[config.mk]
export PLATFORM = sky130hd
export DESIGN_NAME = vsd_top
export DESIGN_NICKNAME = d
export VERILOG_FILES = /design/src/rtl/vsd_pkg.sv /design/src/rtl/vsd_seg32.sv /design/src/rtl/vsd_seg64.sv /design/src/rtl/vsd_fault.sv /design/src/rtl/vsd_top.sv
export SDC_FILE = /design/constraint.sdc
export NUM_CORES = 1
export LEC_CHECK = 0
export BUFFER_PORTS_ARGS = -buffer_cell sky130_fd_sc_hd__buf_4
export CORE_ASPECT_RATIO = 0.75
export CORE_UTILIZATION = 39
export DETAILED_ROUTE_END_ITERATION = 8
export GPL_TIMING_DRIVEN = 1
export PLACE_DENSITY = 0.72
export SLEW_MARGIN = 20
export SYNTH_ARGS = -nofsm -noshare
export SYNTH_HDL_FRONTEND = slang
export SYNTH_SLANG_ARGS = --single-unit
[constraint.sdc]
create_clock -name clk -period 3.35 [get_ports clk]
set_input_delay 0.67 -clock clk [delete_from_list [all_inputs] [get_ports clk]]
set_output_delay 0.67 -clock clk [all_outputs]
set_load 0.02 [all_outputs]
[src/rtl/vsd_pkg.sv]
package vsd_pkg;
  typedef enum logic [1:0] {
    SEG_MAPPED  = 2'd0,
    SEG_FIXED   = 2'd1,
    SEG_ILLEGAL = 2'd2
  } seg_kind_e;

  typedef enum logic [2:0] {
    EXC_NONE   = 3'd0,
    EXC_TLB_LD = 3'd1,
    EXC_TLB_ST = 3'd2,
    EXC_ADR_LD = 3'd3,
    EXC_ADR_ST = 3'd4
  } exc_e;

  typedef enum logic {
    ST_IDLE = 1'b0,
    ST_WAIT = 1'b1
  } walk_st_e;

  localparam int VA_W      = 64;
  localparam int FIX_OFF_W = 29;
endpackage

[src/rtl/vsd_seg32.sv]
module vsd_seg32
  import vsd_pkg::*;
#(
  parameter int PA_W = 36
) (
  input  logic [31:0]     va,
  output seg_kind_e       kind,
  output logic            cached,
  output logic [PA_W-1:0] paddr
);
  logic [2:0] seg;

  always_comb begin
    seg    = va[31:29];
    kind   = SEG_MAPPED;
    cached = 1'b0;
    paddr  = {{(PA_W-FIX_OFF_W){1'b0}}, va[FIX_OFF_W-1:0]};
    unique case (seg)
      3'd4: begin
        kind   = SEG_FIXED;
        cached = 1'b1;
      end
      3'd5: begin
        kind   = SEG_FIXED;
        cached = 1'b0;
      end
      default: kind = SEG_MAPPED;
    endcase
  end
endmodule

[src/rtl/vsd_seg64.sv]
module vsd_seg64
  import vsd_pkg::*;
#(
  parameter int         PA_W    = 36,
  parameter logic [2:0] UC_ATTR = 3'd2
) (
  input  logic [63:0]     va,
  output seg_kind_e       kind,
  output logic            cached,
  output logic [PA_W-1:0] paddr
);
  localparam int          N_WIN    = 8;
  localparam logic [23:0] WIN_BASE = 24'h800000;
  localparam logic [23:0] WIN_STEP = 24'h080000;

  logic [23:0]      region;
  logic [10:0]      sub;
  logic [2:0]       attr;
  logic [N_WIN-1:0] win_hit;
  logic             is_mapped_rgn;

  assign region = va[63:40];
  assign sub    = va[39:29];
  assign attr   = va[61:59];

  for (genvar g = 0; g < N_WIN; g++) begin : g_win
    assign win_hit[g] = (region == (WIN_BASE + 24'(g) * WIN_STEP));
  end

  assign is_mapped_rgn = (region == 24'h000000) || (region == 24'h400000) ||
                         (region == 24'hC00000);

  always_comb begin
    kind   = SEG_ILLEGAL;
    cached = 1'b0;
    paddr  = {{(PA_W-FIX_OFF_W){1'b0}}, va[FIX_OFF_W-1:0]};
    if (is_mapped_rgn) begin
      kind = SEG_MAPPED;
    end else if (region == 24'hFFFFFF) begin
      unique case (sub)
        11'h7FC: begin
          kind   = SEG_FIXED;
          cached = 1'b1;
        end
        11'h7FD: begin
          kind   = SEG_FIXED;
          cached = 1'b0;
        end
        11'h7FE, 11'h7FF: kind = SEG_MAPPED;
        default:          kind = SEG_ILLEGAL;
      endcase
    end else if (|win_hit) begin
      kind   = SEG_FIXED;
      cached = (attr != UC_ATTR);
      paddr  = va[PA_W-1:0];
    end
  end

  always_comb begin
    assert ($onehot0(win_hit)) else $error("AST_WIN_ONEHOT");
  end
endmodule

[src/rtl/vsd_fault.sv]
module vsd_fault
  import vsd_pkg::*;
(
  input  logic addr_err,
  input  logic tlb_miss,
  input  logic is_store,
  input  logic probe,
  output exc_e exc,
  output logic fail
);
  always_comb begin
    fail = addr_err | tlb_miss;
    exc  = EXC_NONE;
    if (!probe) begin
      if (addr_err)      exc = is_store ? EXC_ADR_ST : EXC_ADR_LD;
      else if (tlb_miss) exc = is_store ? EXC_TLB_ST : EXC_TLB_LD;
    end
  end
endmodule

[src/rtl/vsd_top.sv]
module vsd_top
  import vsd_pkg::*;
#(
  parameter int         PA_W    = 36,
  parameter int         PG_W    = 12,
  parameter logic [2:0] UC_ATTR = 3'd2
) (
  input  logic                 clk,
  input  logic                 rst_n,
  input  logic                 req_valid,
  output logic                 req_ready,
  input  logic [63:0]          req_vaddr,
  input  logic                 req_mode64,
  input  logic                 req_store,
  input  logic                 req_probe,
  output logic                 tlb_req_valid,
  output logic [63:0]          tlb_req_vaddr,
  input  logic                 tlb_rsp_valid,
  input  logic                 tlb_rsp_hit,
  input  logic [PA_W-PG_W-1:0] tlb_rsp_ppn,
  input  logic                 tlb_rsp_cached,
  output logic                 rsp_valid,
  output logic                 rsp_fail,
  output logic [PA_W-1:0]      rsp_paddr,
  output logic                 rsp_cached,
  output logic [2:0]           rsp_exc,
  output logic [63:0]          badaddr
);
  localparam int PPN_W = PA_W - PG_W;

  walk_st_e          st_q, st_d;
  logic [VA_W-1:0]   pend_va_q;
  logic              pend_store_q, pend_probe_q;

  seg_kind_e         k32, k64, kind;
  logic              c32, c64, dec_cached;
  logic [PA_W-1:0]   p32, p64, dec_paddr;
  logic [VA_W-1:0]   va_eff;

  logic              accept, go_tlb, fix_done, tlb_done;
  logic              f_addr_err, f_miss, f_store, f_probe;
  exc_e              f_exc;
  logic              f_fail;

  logic              rsp_valid_d, rsp_fail_d, rsp_cached_d, bad_en;
  logic [PA_W-1:0]   rsp_paddr_d;
  logic [VA_W-1:0]   bad_d;

  vsd_seg32 #(.PA_W(PA_W)) u_seg32 (
    .va     (req_vaddr[31:0]),
    .kind   (k32),
    .cached (c32),
    .paddr  (p32)
  );

  vsd_seg64 #(.PA_W(PA_W), .UC_ATTR(UC_ATTR)) u_seg64 (
    .va     (req_vaddr),
    .kind   (k64),
    .cached (c64),
    .paddr  (p64)
  );

  vsd_fault u_fault (
    .addr_err (f_addr_err),
    .tlb_miss (f_miss),
    .is_store (f_store),
    .probe    (f_probe),
    .exc      (f_exc),
    .fail     (f_fail)
  );

  assign req_ready     = (st_q == ST_IDLE);
  assign tlb_req_valid = (st_q == ST_WAIT);
  assign tlb_req_vaddr = pend_va_q;

  // Decode selection by addressing mode
  always_comb begin
    if (req_mode64) begin
      va_eff     = req_vaddr;
      kind       = k64;
      dec_cached = c64;
      dec_paddr  = p64;
    end else begin
      va_eff     = {{32{req_vaddr[31]}}, req_vaddr[31:0]};
      kind       = k32;
      dec_cached = c32;
      dec_paddr  = p32;
    end
  end

  assign accept   = req_valid && req_ready;
  assign go_tlb   = accept && (kind == SEG_MAPPED);
  assign fix_done = accept && (kind != SEG_MAPPED);
  assign tlb_done = (st_q == ST_WAIT) && tlb_rsp_valid;

  // Fault source selection
  always_comb begin
    f_addr_err = 1'b0;
    f_miss     = 1'b0;
    f_store    = req_store;
    f_probe    = req_probe;
    if (tlb_done) begin
      f_miss  = !tlb_rsp_hit;
      f_store = pend_store_q;
      f_probe = pend_probe_q;
    end else begin
      f_addr_err = (kind == SEG_ILLEGAL);
    end
  end

  // Next state and response
  always_comb begin
    st_d = st_q;
    if (go_tlb)        st_d = ST_WAIT;
    else if (tlb_done) st_d = ST_IDLE;

    rsp_valid_d = fix_done || tlb_done;
    rsp_fail_d  = f_fail;
    if (tlb_done) begin
      rsp_paddr_d  = tlb_rsp_hit ? {tlb_rsp_ppn[PPN_W-1:0], pend_va_q[PG_W-1:0]} : '0;
      rsp_cached_d = tlb_rsp_hit && tlb_rsp_cached;
      bad_d        = pend_va_q;
    end else begin
      rsp_paddr_d  = (kind == SEG_FIXED) ? dec_paddr : '0;
      rsp_cached_d = (kind == SEG_FIXED) && dec_cached;
      bad_d        = va_eff;
    end
    bad_en = rsp_valid_d && (f_exc != EXC_NONE);
  end

  // Registers
  always_ff @(posedge clk or negedge rst_n) begin
    if (!rst_n) begin
      st_q         <= ST_IDLE;
      pend_va_q    <= '0;
      pend_store_q <= 1'b0;
      pend_probe_q <= 1'b0;
      rsp_valid    <= 1'b0;
      rsp_fail     <= 1'b0;
      rsp_paddr    <= '0;
      rsp_cached   <= 1'b0;
      rsp_exc      <= 3'd0;
      badaddr      <= '0;
    end else begin
      st_q      <= st_d;
      rsp_valid <= rsp_valid_d;
      if (go_tlb) begin
        pend_va_q    <= va_eff;
        pend_store_q <= req_store;
        pend_probe_q <= req_probe;
      end
      if (rsp_valid_d) begin
        rsp_fail   <= rsp_fail_d;
        rsp_paddr  <= rsp_paddr_d;
        rsp_cached <= rsp_cached_d;
        rsp_exc    <= f_exc;
      end
      if (bad_en) begin
        badaddr <= bad_d;
      end
    end
  end

  // Assertions
  AST_FIXED_LATENCY: assert property (@(posedge clk) disable iff (!rst_n)
    (req_valid && req_ready && kind != SEG_MAPPED) |=> rsp_valid) else $error("AST_FIXED_LATENCY");
  AST_TLB_HOLD: assert property (@(posedge clk) disable iff (!rst_n)
    (tlb_req_valid && !tlb_rsp_valid) |=> (tlb_req_valid && $stable(tlb_req_vaddr))) else $error("AST_TLB_HOLD");
  AST_TLB_DONE: assert property (@(posedge clk) disable iff (!rst_n)
    (tlb_req_valid && tlb_rsp_valid) |=> (rsp_valid && !tlb_req_valid)) else $error("AST_TLB_DONE");
  AST_BAD_STABLE: assert property (@(posedge clk) disable iff (!rst_n)
    (rsp_exc == 3'd0 || !rsp_valid) |-> (!rsp_valid || $stable(badaddr))) else $error("AST_BAD_STABLE");
  AST_EXC_FAILS: assert property (@(posedge clk) disable iff (!rst_n)
    (rsp_valid && rsp_exc != 3'd0) |-> rsp_fail) else $error("AST_EXC_FAILS");
  AST_NO_RSP_WHILE_WAIT: assert property (@(posedge clk) disable iff (!rst_n)
    (tlb_req_valid && $past(tlb_req_valid)) |-> !rsp_valid) else $error("AST_NO_RSP_WHILE_WAIT");
endmodule

==> qor.yml <==
first_pass_iters: 5
fmax_mhz: 392
drcViolationCount: 0
synth_nets: 954
grt_pass1_vias: 6824
gp_congestion: 0.896
dieHeight_um: 129
cp_data_required_time_ns: 3.62
clock_sinks: 173
drtAntennaViolNets: 0
final.setup.tns_ns: 0
chipWidth_um: 171
area_growth_pct: 34.1
clk_latency_ns: 0.43
synth_top_area_cell: "dfrtp_1"
ys_seq_elements: 173
cts_resized: 0
ys_seq_area_frac: 0.518
grt.total_usage: 0.239
fin_crit_ns: 2.55
core-area_sq_um: 20600
h-tree-depth: 4
synthDistinctLibCells: 45
peakVddDrop_mv: 0.382
diodes: 0
tightest_slew_ns: 1.03
yosys_warnings: 0
p_per_area_nw_per_um2: 718
async_reset_ff_frac: 1.00
start_kind: "input port"
skew_ns: 0.0108
dp_hpwl_um: 18600
status: "complete, no violations"
nets: 1197
cp.arrival_ns: 2.82
slew_headroom: 0.314
rsz0062_at_grt: "no"
hold_violations: 0
cts_made_buffers: 17
slew_viol_final: 0
yosys-top-cells-area: "dfrtp_1, nand2_1, mux2_4"
grt_pass1_wl_um: 39800
drt-vias-per-instance: 5.11
postLayoutCoreUtil: 0.544
cts_buffer_depth: 2
wl_per_cell_um: 18.7
synthCells: 857
crit_path_end_kind: "register"
drive_above_1_share: 0.376
setup_violations: 0
hp-class: "in2async"
grt_max_degree: 84
antenna_found_initial: 1
start_util: 0.406
fillers: 1886
die_area_sq_um: 22000
io_buffers: 268
yosysTopAreaCellShare: 0.518
p_leak_nw: 5.50
post-cts-setup-buffer-count: 0
path_max_fanout: 55
synth_area_sq_um: 8360
cts_hold_buf: 0
rows: 45
reg2reg_slack_ns: 1.12
synth_edf_count: 0
crit_type: "in2reg"
cts_tree: "built"
ios: 269
drt_iter0_drc: 577
finalCritPeriodShare: 0.761
gr-total-overflow: 0
syn_area_per_cell_sq_um: 9.76
drv_cap: 0
cts.clk_slew.worst_paths_ns: 0.07
vias: 7127
synth_ff_type: "dfrtp_1"
drt-total-wl_um: 26100
cts_root_buf: "clkbuf_16"
worst paths after layout:
| check | from | to | depth (start not counted) |
|---|---|---|---|
| worst min register to register | pend_probe_q$_DFFE_PN0P_ | pend_probe_q$_DFFE_PN0P_ | 2 |
| min in group clk | req_vaddr[18] | tlb_req_vaddr[18]$_DFFE_PN0P_ | 3 |
| worst max-delay path | req_vaddr[31] | tlb_req_vaddr[33]$_DFFE_PN0P_ | 7 |
| max in group asynchronous | rst_n | tlb_req_vaddr[35]$_DFFE_PN0P_ | 2 |
| worst max register to register | tlb_req_valid$_DFFE_PN0P_ | rsp_paddr[23]$_DFFE_PN0P_ | 5 |
| worst min-delay path | rst_n | tlb_req_vaddr[50]$_DFFE_PN0P_ | 1 |
placed cells by master, fill, tap and decap left out, types with 4 or more instances in the layout:
cell | synthesis | final
a21oi_1 | 75 | 74
a22o_1 | 7 | 7
buf_12 | 0 | 5
buf_4 | 3 | 282
clkbuf_16 | 0 | 17
dfrtp_1 | 173 | 173
inv_1 | 6 | 6
inv_6 | 0 | 6
inv_8 | 0 | 4
mux2_2 | 10 | 10
mux2_4 | 61 | 61
nand2_1 | 257 | 256
nand4_1 | 9 | 9
nor2_1 | 91 | 90
nor4_1 | 4 | 4
o21ai_0 | 24 | 24
o21ai_1 | 12 | 12
o32ai_1 | 19 | 19
o32ai_2 | 10 | 10
power by group:
group          total, W  internal, W  switching [W]
Sequential      0.00309      0.00266       0.000431
Combinational   0.00302      0.00143        0.00159
Clock           0.00194     0.000998       0.000942
kinds of logic after synthesis:
| kind of cell | share of synthesized area |
|---|---|
| buf+inv | 0.0440 |
| simple gates | 0.184 |
| compound gates | 0.131 |
| flops | 0.518 |
| mux | 0.123 |
final cells by class:
class / instances / area, sq um / area share
flip-flops and latches: 173 / 4330 / 0.386
repair buffers: 288 / 2230 / 0.199
well taps: 282 / 353 / 0.0315
multi-input cells: 614 / 3710 / 0.331
clock inverters: 14 / 144 / 0.0128
clock buffers: 18 / 429 / 0.0383
inverters: 6 / 22.5 / 0.00201
flip-flops by register name, indices dropped and copies added, names as in the netlist:
name	count
pend_store_q	1
tlb_req_vaddr	64
rsp_paddr	36
pend_probe_q	1
rsp_valid	1
tlb_req_valid	1
rsp_fail	1
badaddr	64
rsp_cached	1
rsp_exc	3
cells in the mapped netlist, drive strengths merged, types with 3 or more instances:
master / number
a21oi: 75
a22o: 7
and3: 3
buf: 31
clkbuf: 33
dfrtp: 173
inv: 6
mux2: 71
nand2: 257
nand4: 10
nor2: 92
nor2b: 3
nor3: 3
nor4: 5
o21ai: 37
o221ai: 3
o32ai: 29
worst max-delay path, cell delays in order:
cell and delay (ns):
buf_4 0.14, nand4_1 0.09, nor4_1 0.48, nand4_1 0.35
a211o_2 0.80, nand2_1 0.19, o21ai_1 0.08
metal layers:
metal  GRT usage  routed length, um  vias up
met5           0                 12        -
met1       0.333              12000     3454
met4      0.0473                199        2
li1            -                  -     3387
met2       0.370              11900      264
met3      0.0701               2100       20
per-stage QoR:
step,instance area (sq um),worst slack (ns),cells,hold WS (ns),power [W]
final,11200,0.800,1395,0.180,0.00805
after global routing,11200,0.663,1395,0.198,0.00845
after CTS,11200,0.815,1395,0.192,0.00813
after detailed placement,10600,0.367,1363,0.465,0.00616
after global placement,10600,0.407,1363,0.458,0.00610
after floorplan,8360,0.945,857,0.374,0.00473
No activity file was read; power rests on OpenSTA's default activity.
